File: src/rtl/tsc_pkg.sv
package tsc_pkg;
   localparam int INC_W = 4;

   typedef enum logic [2:0] {
      A_CFG  = 3'd0,
      A_CCNT = 3'd1,
      A_SPER = 3'd2,
      A_STAT = 3'd3,
      A_RLO  = 3'd4,
      A_RHI  = 3'd5,
      A_CLO  = 3'd6,
      A_CHI  = 3'd7
   } tsc_addr_e;

   typedef struct packed {
      logic             rst_en;
      logic             slow;
      logic [INC_W-1:0] cinc_m1;
      logic [INC_W-1:0] inc_m1;
   } tsc_cfg_t;

   localparam int CFG_W = $bits(tsc_cfg_t);
endpackage

File: src/rtl/tsc_regs.sv
module tsc_regs
   import tsc_pkg::*;
#(
   parameter int DATA_W  = 32,
   parameter int CNT_W   = 64,
   parameter int CCNT_W  = 24,
   parameter int INC_RST = 5
) (
   input  logic              clk,
   input  logic              rst_n,
   input  logic              wr_en,
   input  logic [2:0]        wr_addr,
   input  logic [DATA_W-1:0] wr_data,
   input  logic [2:0]        rd_addr,
   output logic [DATA_W-1:0] rd_data,
   output tsc_cfg_t          cfg,
   output logic [CCNT_W-1:0] period,
   output logic [CNT_W-1:0]  rst_val,
   output logic              comp_ld,
   output logic [CCNT_W-1:0] comp_val,
   output logic              ovf_clr,
   input  logic [CNT_W-1:0]  cnt,
   input  logic              ovf,
   input  logic [CCNT_W-1:0] rem
);
   localparam tsc_cfg_t CFG_RST = '{rst_en: 1'b0, slow: 1'b0, cinc_m1: '0,
                                    inc_m1: INC_W'(INC_RST - 1)};

   always_ff @(posedge clk or negedge rst_n) begin
      if (!rst_n) begin
         cfg     <= CFG_RST;
         period  <= '0;
         rst_val <= '0;
      end else if (wr_en) begin
         case (tsc_addr_e'(wr_addr))
            A_CFG:   cfg <= tsc_cfg_t'(wr_data[CFG_W-1:0]);
            A_SPER:  period <= wr_data[CCNT_W-1:0];
            A_RLO:   rst_val[DATA_W-1:0] <= wr_data;
            A_RHI:   rst_val[CNT_W-1:DATA_W] <= wr_data;
            default: ;
         endcase
      end
   end

   assign comp_ld  = wr_en && (tsc_addr_e'(wr_addr) == A_CCNT);
   assign comp_val = wr_data[CCNT_W-1:0];
   assign ovf_clr  = wr_en && (tsc_addr_e'(wr_addr) == A_STAT) && wr_data[0];

   always_comb begin
      rd_data = '0;
      case (tsc_addr_e'(rd_addr))
         A_CFG:  rd_data = {{(DATA_W-CFG_W){1'b0}}, cfg};
         A_CCNT: rd_data = {{(DATA_W-CCNT_W){1'b0}}, rem};
         A_SPER: rd_data = {{(DATA_W-CCNT_W){1'b0}}, period};
         A_STAT: rd_data = {{(DATA_W-1){1'b0}}, ovf};
         A_RLO:  rd_data = rst_val[DATA_W-1:0];
         A_RHI:  rd_data = rst_val[CNT_W-1:DATA_W];
         A_CLO:  rd_data = cnt[DATA_W-1:0];
         A_CHI:  rd_data = cnt[CNT_W-1:DATA_W];
         default: rd_data = '0;
      endcase
   end
endmodule

File: src/rtl/tsc_comp.sv
module tsc_comp
   import tsc_pkg::*;
#(
   parameter int CCNT_W  = 24,
   parameter bit SLOW_EN = 1'b1
) (
   input  logic              clk,
   input  logic              rst_n,
   input  tsc_cfg_t          cfg,
   input  logic [CCNT_W-1:0] period,
   input  logic              comp_ld,
   input  logic [CCNT_W-1:0] comp_val,
   output logic [INC_W:0]    step,
   output logic [CCNT_W-1:0] rem
);
   logic [CCNT_W-1:0] rem_q;
   logic              active;
   logic              gate;
   logic              apply;

   assign active = (rem_q != '0);

   generate
      if (SLOW_EN) begin : g_slow
         logic [CCNT_W-1:0] sctr_q;
         logic              tick;
         assign tick = (period <= CCNT_W'(1)) || (sctr_q == period - CCNT_W'(1));
         assign gate = !cfg.slow || tick;
         always_ff @(posedge clk or negedge rst_n) begin
            if (!rst_n)                         sctr_q <= '0;
            else if (comp_ld || !active || !cfg.slow) sctr_q <= '0;
            else if (tick)                      sctr_q <= '0;
            else                                sctr_q <= sctr_q + CCNT_W'(1);
         end
      end else begin : g_fast
         logic unused_slow;
         assign unused_slow = ^{period, cfg.slow};
         assign gate = 1'b1;
      end
   endgenerate

   assign apply = active && gate;
   assign step  = apply ? ({1'b0, cfg.cinc_m1} + (INC_W+1)'(1))
                        : ({1'b0, cfg.inc_m1} + (INC_W+1)'(1));

   always_ff @(posedge clk or negedge rst_n) begin
      if (!rst_n)       rem_q <= '0;
      else if (comp_ld) rem_q <= comp_val;
      else if (apply)   rem_q <= rem_q - CCNT_W'(1);
   end

   assign rem = rem_q;
endmodule

File: src/rtl/tsc_core.sv
module tsc_core #(
   parameter int CNT_W  = 64,
   parameter int STEP_W = 5
) (
   input  logic              clk,
   input  logic              rst_n,
   input  logic [STEP_W-1:0] step,
   input  logic              load,
   input  logic [CNT_W-1:0]  load_val,
   input  logic              ovf_clr,
   output logic [CNT_W-1:0]  cnt,
   output logic              ovf
);
   logic [CNT_W-1:0] cnt_q;
   logic             ovf_q;
   logic [CNT_W:0]   sum;

   assign sum = {1'b0, cnt_q} + (CNT_W+1)'(step);

   always_ff @(posedge clk or negedge rst_n) begin
      if (!rst_n) begin
         cnt_q <= '0;
         ovf_q <= 1'b0;
      end else begin
         cnt_q <= load ? load_val : sum[CNT_W-1:0];
         ovf_q <= (ovf_q && !ovf_clr) || (sum[CNT_W] && !load);
      end
   end

   assign cnt = cnt_q;
   assign ovf = ovf_q;
endmodule

File: src/rtl/tsc_counter.sv
module tsc_counter
   import tsc_pkg::*;
#(
   parameter int DATA_W  = 32,
   parameter int CNT_W   = 64,
   parameter int CCNT_W  = 24,
   parameter int INC_RST = 5,
   parameter bit SLOW_EN = 1'b1
) (
   input  logic              clk,
   input  logic              rst_n,
   input  logic              wr_en,
   input  logic [2:0]        wr_addr,
   input  logic [DATA_W-1:0] wr_data,
   input  logic [2:0]        rd_addr,
   output logic [DATA_W-1:0] rd_data,
   input  logic              cmp0_hit,
   output logic [CNT_W-1:0]  cnt
);
   localparam int STEP_W = INC_W + 1;

   initial begin
      assert (CNT_W == 2 * DATA_W) else $error("count must be two data words wide");
      assert (DATA_W > CCNT_W && DATA_W >= CFG_W) else $error("data word too narrow");
      assert (INC_RST >= 1 && INC_RST <= (1 << INC_W)) else $error("bad default step");
   end

   tsc_cfg_t          cfg;
   logic [CCNT_W-1:0] period;
   logic [CNT_W-1:0]  rst_val;
   logic              comp_ld;
   logic [CCNT_W-1:0] comp_val;
   logic              ovf_clr;
   logic              ovf;
   logic [CCNT_W-1:0] rem;
   logic [STEP_W-1:0] step;
   logic              cmp_ld;

   assign cmp_ld = cmp0_hit && cfg.rst_en;

   tsc_regs #(.DATA_W(DATA_W), .CNT_W(CNT_W), .CCNT_W(CCNT_W), .INC_RST(INC_RST)) u_regs (
      .clk(clk), .rst_n(rst_n), .wr_en(wr_en), .wr_addr(wr_addr), .wr_data(wr_data),
      .rd_addr(rd_addr), .rd_data(rd_data), .cfg(cfg), .period(period),
      .rst_val(rst_val), .comp_ld(comp_ld), .comp_val(comp_val), .ovf_clr(ovf_clr),
      .cnt(cnt), .ovf(ovf), .rem(rem)
   );

   tsc_comp #(.CCNT_W(CCNT_W), .SLOW_EN(SLOW_EN)) u_comp (
      .clk(clk), .rst_n(rst_n), .cfg(cfg), .period(period), .comp_ld(comp_ld),
      .comp_val(comp_val), .step(step), .rem(rem)
   );

   tsc_core #(.CNT_W(CNT_W), .STEP_W(STEP_W)) u_core (
      .clk(clk), .rst_n(rst_n), .step(step), .load(cmp_ld), .load_val(rst_val),
      .ovf_clr(ovf_clr), .cnt(cnt), .ovf(ovf)
   );
endmodule

File: config.mk
export PLATFORM = sky130hd
export DESIGN_NAME = tsc_counter
export DESIGN_NICKNAME = d
export VERILOG_FILES = /design/src/rtl/tsc_pkg.sv /design/src/rtl/tsc_regs.sv /design/src/rtl/tsc_comp.sv /design/src/rtl/tsc_core.sv /design/src/rtl/tsc_counter.sv
export SDC_FILE = /design/constraint.sdc
export NUM_CORES = 1
export LEC_CHECK = 0
export ABC_CLOCK_PERIOD_IN_PS = 13300
export BUFFER_PORTS_ARGS = -buffer_cell sky130_fd_sc_hd__clkbuf_2
export CAP_MARGIN = 20
export CORE_ASPECT_RATIO = 1.5
export CORE_MARGIN = 2
export CORE_UTILIZATION = 45
export CTS_BUF_LIST = sky130_fd_sc_hd__clkbuf_16
export DETAILED_ROUTE_END_ITERATION = 16
export PLACE_DENSITY_LB_ADDON = 0.05
export SYNTH_ARGS = -nofsm -noshare
export SYNTH_HDL_FRONTEND = slang
export SYNTH_HIERARCHICAL = 1
export SYNTH_SLANG_ARGS = --single-unit
export TNS_END_PERCENT = 50
File: constraint.sdc
create_clock -name clk -period 13.3 [get_ports clk]
set_clock_uncertainty 0.05 [all_clocks]
set_input_delay 1.995 -clock clk [delete_from_list [all_inputs] [get_ports clk]]
set_output_delay 1.995 -clock clk [all_outputs]
set_load 0.01 [all_outputs]
==> impl_results.md, run 1 <==
* Worst-path maximum fanout at 34
* Post-CTS Setup Inserts at 0
* Drt pass-1 iters at 5
* Worst path bufs/invs at 1
* WP data required at 13670 ps
* Synthesis-to-finish area growth at 11.3%
* CP Class: flip-flop to flip-flop
* Total inserted antenna cells at 0
* Hold Fails Final Rpt at 0
* Total Wirelength at 41.3 mm
* Crit end category: flip-flop
* CP max stage delay at 860 ps
* Die X at 144 µm
* Die height at 214 µm
* Vias in the first global route at 10700
* Ports at 138
* Final non-filler cell total at 1827
* Mapped Cells at 1334
* Ys async rst share at 1.00
* Remaining global-route overflow at 0
* Htree depth at 1
* DP HPWL at 29.8 mm
* Worst skew pair latency at 540 ps
* Syn nets at 1388
* WHS at 453 ps
* Fin crit period at 6480 ps
* CTS max path bufs at 3
* Num CTS Buffers at 24
* Fin crit share at 0.487
* Clock sink total at 211
* #FFs+latches synth at 211
* Synth Flop Type: dfrtp_1
* Critical path cell sequence: nor4_1 > nand4_1 > mux2i_1 > or4_1 > a2111oi_0 > nand4b_1 > a21oi_2 > buf_4 > mux2_2 > ha_1 > xnor2_1 > ha_1 > a211oi_1 > o21bai_1 > nand3_1 > nor4_1 > xor2_1 > mux2_2
* RSZ-0062 raised after global routing: false
* Mapped cell area at 0.0132 mm²
* # resized after CTS at 0
* Residual DRC at 0
* Cells after DPL at 1783
* Area leader, netlist: dfrtp_1
* Yosys cell types at 91
* Min-delay worst type: flip-flop to flip-flop
* First-pass GRT wire length at 64.2 mm
* Synth top area share at 0.397
* Power per cell area at 177 mW/mm²
* Static Leak at 6.12 nW
* VDD IR max at 0.0994 mV
* Num rows at 76
* Max-cap violation count at 0
* Initial Utilization at 0.459
* Die ar. at 0.0308 mm²
* Post-DRT Antenna Nets at 0
* EDFF count, synth at 0
* Vias per inst at 5.85
* Hold buffer count at CTS at 0
* Clk Tree Root Cell: clkbuf_16
* CP Launch Type: flip-flop
* Final GP Congestion at 0.912
* Area contributors post-synth: dfrtp_1 40%, mux2_2 6.8%, xnor2_1 4.6%
* Iteration-0 DRC Markers at 798
* Critical-path top delay cell: nor4_1
* Total GRT Usage at 0.270
* Proportion of layout cells with a drive suffix above 1 at 0.225
* Worst slew margin at 0.358
* Status: finished, final reports clean
* WL/cell at 22.6 µm
* Worst-margin pin slew at 955 ps
* Nets at 1473
* # setup viols final at 0
* Sequential area share after synthesis at 0.399
* Slew Viols, Final at 0
* Reg clk slew, reported paths at 60 ps
* Core Box Area at 0.0288 mm²
* Avg Cell Area, Syn at 9.92 µm²
* Final setup TNS at 0 ps
* Antenna violations before repair at 1
* Top delay family on crit path: simple AND/OR/NAND/NOR gates
* Crit path DAT at 6850 ps
* CTS tree: built
* Vias at 10700
* Max Fclk at 154 MHz
* Largest net degree at the start of global routing at 95
* Port Buffers at 137
* Ys Warns at 6
[placed cells by master, fill, tap and decap left out, types with 11 or more instances in the layout]
cell type	n
dfrtp_1	210
clkbuf_2	136
nand2_1	126
mux2_2	80
nor2_1	72
xnor2_1	70
o21ai_0	67
nand3_1	55
inv_1	45
xor2_1	44
mux2_1	32
nor3_1	30
mux2i_1	30
clkbuf_16	25
nand4_1	25
a21oi_1	25
nor4_1	23
nand2b_1	18
a31oi_1	17
buf_4	16
and3_1	16
a21o_1	16
nor2b_1	15
a22oi_1	12
o22a_1	11
ha_1	11
o22ai_1	11
[logic make-up (layout without fill, tap and decap cells)]
group | after synthesis | in the layout | synth area share
AOI/OAI and AO/OA | 233 | 233 | 0.117
xor gates and xnor gates | 114 | 114 | 0.0754
adders and majority gates | 13 | 13 | 0.0127
buffers and inverters | 135 | 238 | 0.0594
DFF | 211 | 211 | 0.399
muxes | 153 | 153 | 0.136
and+or+nand+nor | 475 | 475 | 0.201
[synthesized netlist by cell type, types with 4 or more instances]
cell type and number:
nand2b_1 18, or2_2 4, buf_4 29, nor2_1 72, nor3_1 31, o22a_1 11, a211oi_1 6, or4_1 4
inv_1 40, o21ai_0 67, nor3b_1 7, ha_1 11, buf_6 15, or3_1 9, dfrtp_1 210, and3_1 16
a22oi_1 12, nor2b_1 15, nand3_1 55, a221o_1 4, nand4b_1 5, a21oi_1 26, nor4_2 5, clkbuf_1 27
xor2_1 44, a22o_1 7, and2_1 11, o22ai_1 11, a21o_1 16, and4_1 7, o31a_1 4, mux2_1 32
nor4_1 23, o21ai_1 10, a32oi_1 6, mux2i_1 30, a221oi_1 10, mux2_2 80, xnor2_1 70, nor4b_1 8
nand2_1 126, a31oi_1 17, nand4_1 25, mux4_2 10, buf_2 20
[per-stage QoR]
stage          worst slack, ps  power, mW  utilization  instance area (µm²)
6_report                  6820       2.60        0.511                14700
5_1_grt                   6490       2.75        0.511                14700
4_1_cts                   6910       2.62        0.511                14700
3_5_place_dp              6940       1.93        0.484                13900
3_3_place_gp              7060       1.92        0.484                13900
2_1_floorplan             8010       1.57            -                13200
[tightest hold or removal path, stage by stage (launching register included)]
cell	delay [ps]
dfrtp_1	350
nand2_1	50
o21ai_0	60
[layer usage]
metal | wire [µm] | GRT usage
met1 | 16700 | 0.339
met2 | 21500 | 0.478
met3 | 1840 | 0.0319
met4 | 1260 | 0.0866
met5 | 0 | 0
[sequential cells by signal (all words and copies together) (netlist names)]
signal and flops:
u_comp/g_slow.sctr_q 24, u_core/cnt 64, u_core/ovf 1, u_comp/rem 24, u_regs/rst_val 64, u_regs/cfg 10
u_regs/period 24
[worst paths after layout]
kind	startpoint	end	slack (ps)	cells past startpoint
max in group asynchronous	rst_n	u_core/cnt[44]	10400	2
min in group asynchronous	rst_n	u_regs/period[22]	1410	1
min	u_regs/rst_val[28]	u_core/cnt[28]	450	2
max reg2reg	u_regs/period[12]	u_core/cnt[62]	6820	18
max	u_regs/period[12]	u_core/cnt[62]	6820	18
min reg2reg	u_regs/rst_val[28]	u_core/cnt[28]	450	2
[report_power, final]
part           leakage [nW]  switching (mW)  internal (mW)
Combinational          3.14           0.451          0.382
Sequential             2.57           0.278          0.810
Clock                 0.406           0.281          0.397
[area by class of cell]
class | count | area [µm²]
tap | 390 | 488
multi-input combinational | 988 | 7200
sequential | 211 | 5280
fill | 2680 | 14100
clock inverter | 19 | 165
inverter | 41 | 154
timing repair buffer | 153 | 816
clock buffer | 25 | 626
(Power assumes the default switching activity.)
==> run 2, diff against run 1 <==
--- a/config.mk
+++ b/config.mk
@@ -5,7 +5,7 @@
 export SDC_FILE = /design/constraint.sdc
 export NUM_CORES = 1
 export LEC_CHECK = 0
-export ABC_CLOCK_PERIOD_IN_PS = 13300
+export ABC_CLOCK_PERIOD_IN_PS = 6700
 export BUFFER_PORTS_ARGS = -buffer_cell sky130_fd_sc_hd__clkbuf_2
 export CAP_MARGIN = 20
 export CORE_ASPECT_RATIO = 1.5
==> constraint.sdc (replaced) <==
create_clock -name clk -period 6.7 [get_ports clk]
set_clock_uncertainty 0.05 [all_clocks]
set_input_delay 1.005 -clock clk [delete_from_list [all_inputs] [get_ports clk]]
set_output_delay 1.005 -clock clk [all_outputs]
set_load 0.01 [all_outputs]
==> run 2 against run 1 <==
Against the previous run:
- clock power up 99%
- via count up 0.55%
- non-clock buffer count up 3
- hold slack about the same
- cell area up 0.26%
- critical endpoint is now u_core/cnt[20]
- largest power group unchanged
==> impl_results.md, run 2 (same netlist as run 1, synthesis figures left out) <==
* Fin crit period at 6190 ps (was 6480 ps)
* Total inserted antenna cells at 0 (unchanged)
* First-pass GRT wire length at 64.8 mm (was 64.2 mm)
* Die X at 144 µm (unchanged)
* Num CTS Buffers at 24 (unchanged)
* Core Box Area at 0.0288 mm² (unchanged)
* RSZ-0062 raised after global routing: false (unchanged)
* Initial Utilization at 0.459 (unchanged)
* Crit path DAT at 6510 ps (was 6850 ps)
* VDD IR max at 0.197 mV (was 0.0994 mV)
* FF/Latch Area at 0.00528 mm² (unchanged)
* Ports at 138 (unchanged)
* CP Class: flip-flop to flip-flop (unchanged)
* Residual DRC at 0 (unchanged)
* Synthesis-to-finish area growth at 11.6% (was 11.3%)
* Port Buffers at 137 (unchanged)
* Post-DRT Antenna Nets at 0 (unchanged)
* DP HPWL at 30.4 mm (was 29.8 mm)
* Remaining global-route overflow at 0 (unchanged)
* Static Leak at 6.14 nW (was 6.12 nW)
* Final setup TNS at 0 ps (unchanged)
* Final WS setup at 513 ps (was 6820 ps)
* Worst-path maximum fanout at 31 (was 34)
* Reg2Reg Depth at 19 (was 18)
* R2R Setup Slk at 510 ps (was 6820 ps)
* Commonest non-fill, non-tap cells in the layout: 210 x dfrtp_1, 136 x clkbuf_2, 126 x nand2_1 (unchanged)
* Slew Viols, Final at 0 (unchanged)
* Fin crit share at 0.923 (was 0.487)
* WL/cell at 22.9 µm (was 22.6 µm)
* Htree depth at 1 (unchanged)
* Hold buffer count at CTS at 0 (unchanged)
* Max Fclk at 162 MHz (was 154 MHz)
* Int Pwr at 3.17 mW (was 1.59 mW)
* R2R Path End: u_core/cnt[20] (was u_core/cnt[62])
* Status: finished, final reports clean (unchanged)
* Most common cell after layout, fill and taps aside: dfrtp_1 (unchanged)
* Vias at 10700 (about the same)
* Clk Tree Root Cell: clkbuf_16 (unchanged)
* Nets at 1476 (was 1473)
* Max-cap violation count at 0 (unchanged)
* Antenna violations before repair at 0 (was 1)
* CTS max path bufs at 3 (unchanged)
* Crit path to: u_core/cnt[20] (was u_core/cnt[62])
* Crit end category: flip-flop (unchanged)
* CP Launch Type: flip-flop (unchanged)
* Final GP Congestion at 0.848 (was 0.912)
* Die ar. at 0.0308 mm² (unchanged)
* Num rows at 76 (unchanged)
* Multi-input logic area at 0.00721 mm² (was 0.00720 mm²)
* Worst slew margin at 0.347 (was 0.358)
* Worst reg2reg startpoint: u_regs/period[0] (was u_regs/period[12])
* Hold Fails Final Rpt at 0 (unchanged)
* Sequential Power Share at 0.417 (was 0.418)
* Iteration-0 DRC Markers at 751 (was 798)
* WP data required at 7020 ps (was 13670 ps)
* Clock sink total at 211 (unchanged)
* Sw Ratio at 0.389 (about the same)
* Drt pass-1 iters at 5 (unchanged)
* Post-CTS Setup Inserts at 0 (unchanged)
* Min-delay worst type: flip-flop to flip-flop (unchanged)
* Final-layout fill cell count at 2744 (was 2680)
* Reg clk slew, reported paths at 60 ps (about the same)
* Worst skew pair latency at 540 ps (about the same)
* CTS tree: built (unchanged)
* Power per cell area at 351 mW/mm² (was 177 mW/mm²)
* Worst-margin pin slew at 975 ps (was 955 ps)
* Logic pwr share at 0.323 (was 0.321)
* Vias per inst at 5.88 (was 5.85)
* CP startpoint: u_regs/period[0] (was u_regs/period[12])
* Total Wirelength at 41.8 mm (was 41.3 mm)
* Largest net degree at the start of global routing at 106 (was 95)
* Proportion of layout cells with a drive suffix above 1 at 0.224 (was 0.225)
* Clock Power Share at 0.260 (was 0.261)
* Die height at 214 µm (unchanged)
* Sw power at 2.01 mW (was 1.01 mW)
* Place WS at 476 ps (was 6940 ps)
* Total GRT Usage at 0.273 (was 0.270)
* Vias in the first global route at 10800 (was 10700)
* # setup viols final at 0 (unchanged)
run 2: layer usage:
metal	GRT usage	vias up	part of all wire
met5	0	-	0
met2	0.477	247	0.52
li1	-	4978	-
met4	0.103	0	0.035
met1	0.343	5450	0.41
met3	0.0342	71	0.036
run 2: how the worst min path moves through the flow:
stage	depth (start not counted)	slack, ps	end	startpoint
after floorplan	2	410	u_core/cnt[10]	u_regs/rst_val[10]
after global placement	2	430	u_core/cnt[26]	u_regs/rst_val[26]
after detailed placement	2	440	u_core/cnt[26]	u_regs/rst_val[26]
after CTS	2	450	u_core/cnt[9]	u_regs/rst_val[9]
after global routing	1	480	u_regs/rst_val[28]	u_regs/rst_val[28]
final	2	450	u_core/cnt[37]	u_regs/rst_val[37]
run 2: power groups by stage:
stage / sequential, mW / clock, mW / combinational (mW)
floorplan: 2.04 / 0 / 1.07
global placement: 2.17 / 0 / 1.64
detailed placement: 2.18 / 0 / 1.66
CTS: 2.16 / 1.37 / 1.68
global route: 2.22 / 1.43 / 1.83
finish: 2.16 / 1.35 / 1.67
run 2: cell type report:
type,count,area share
Tap cell,390,0.0330
Multi-Input combinational cell,988,0.488
Clock inverter,18,0.0108
Sequential cell,211,0.358
Inverter,41,0.0104
Timing Repair Buffer,156,0.0576
Clock buffer,25,0.0424
run 2: critical path, stage by stage (launching register included):
cell and delay, ps:
dfrtp_1 440, inv_1 90, ha_1 270, nor4b_4 400, nand4_1 220, mux2i_1 180, or4_1 520, a2111oi_0 370
nand4b_1 260, a21oi_2 390, buf_4 440, mux2i_1 260, xnor2_1 90, ha_1 360, a211oi_1 120, o21bai_1 350
nand2_1 420, nor4_1 510, xnor2_1 170, o21ai_0 100
run 2: through the flow:
stage	cells	area (µm²)	util	total power [mW]	hold WS, ps
detailed placement	1786	14000	0.485	3.84	444
global route	1829	14800	0.513	5.47	477
floorplan	1334	13200	-	3.11	413
finish	1829	14800	0.513	5.18	454
global placement	1785	14000	0.485	3.82	435
CTS	1829	14800	0.512	5.21	453
run 2: what timing repair did:
| item | CTS | global route |
|---|---|---|
| setup endpoints to repair | 0 | 3 |
| hold endpoints to repair | 0 | 0 |
| resized for setup | 0 | 1 |
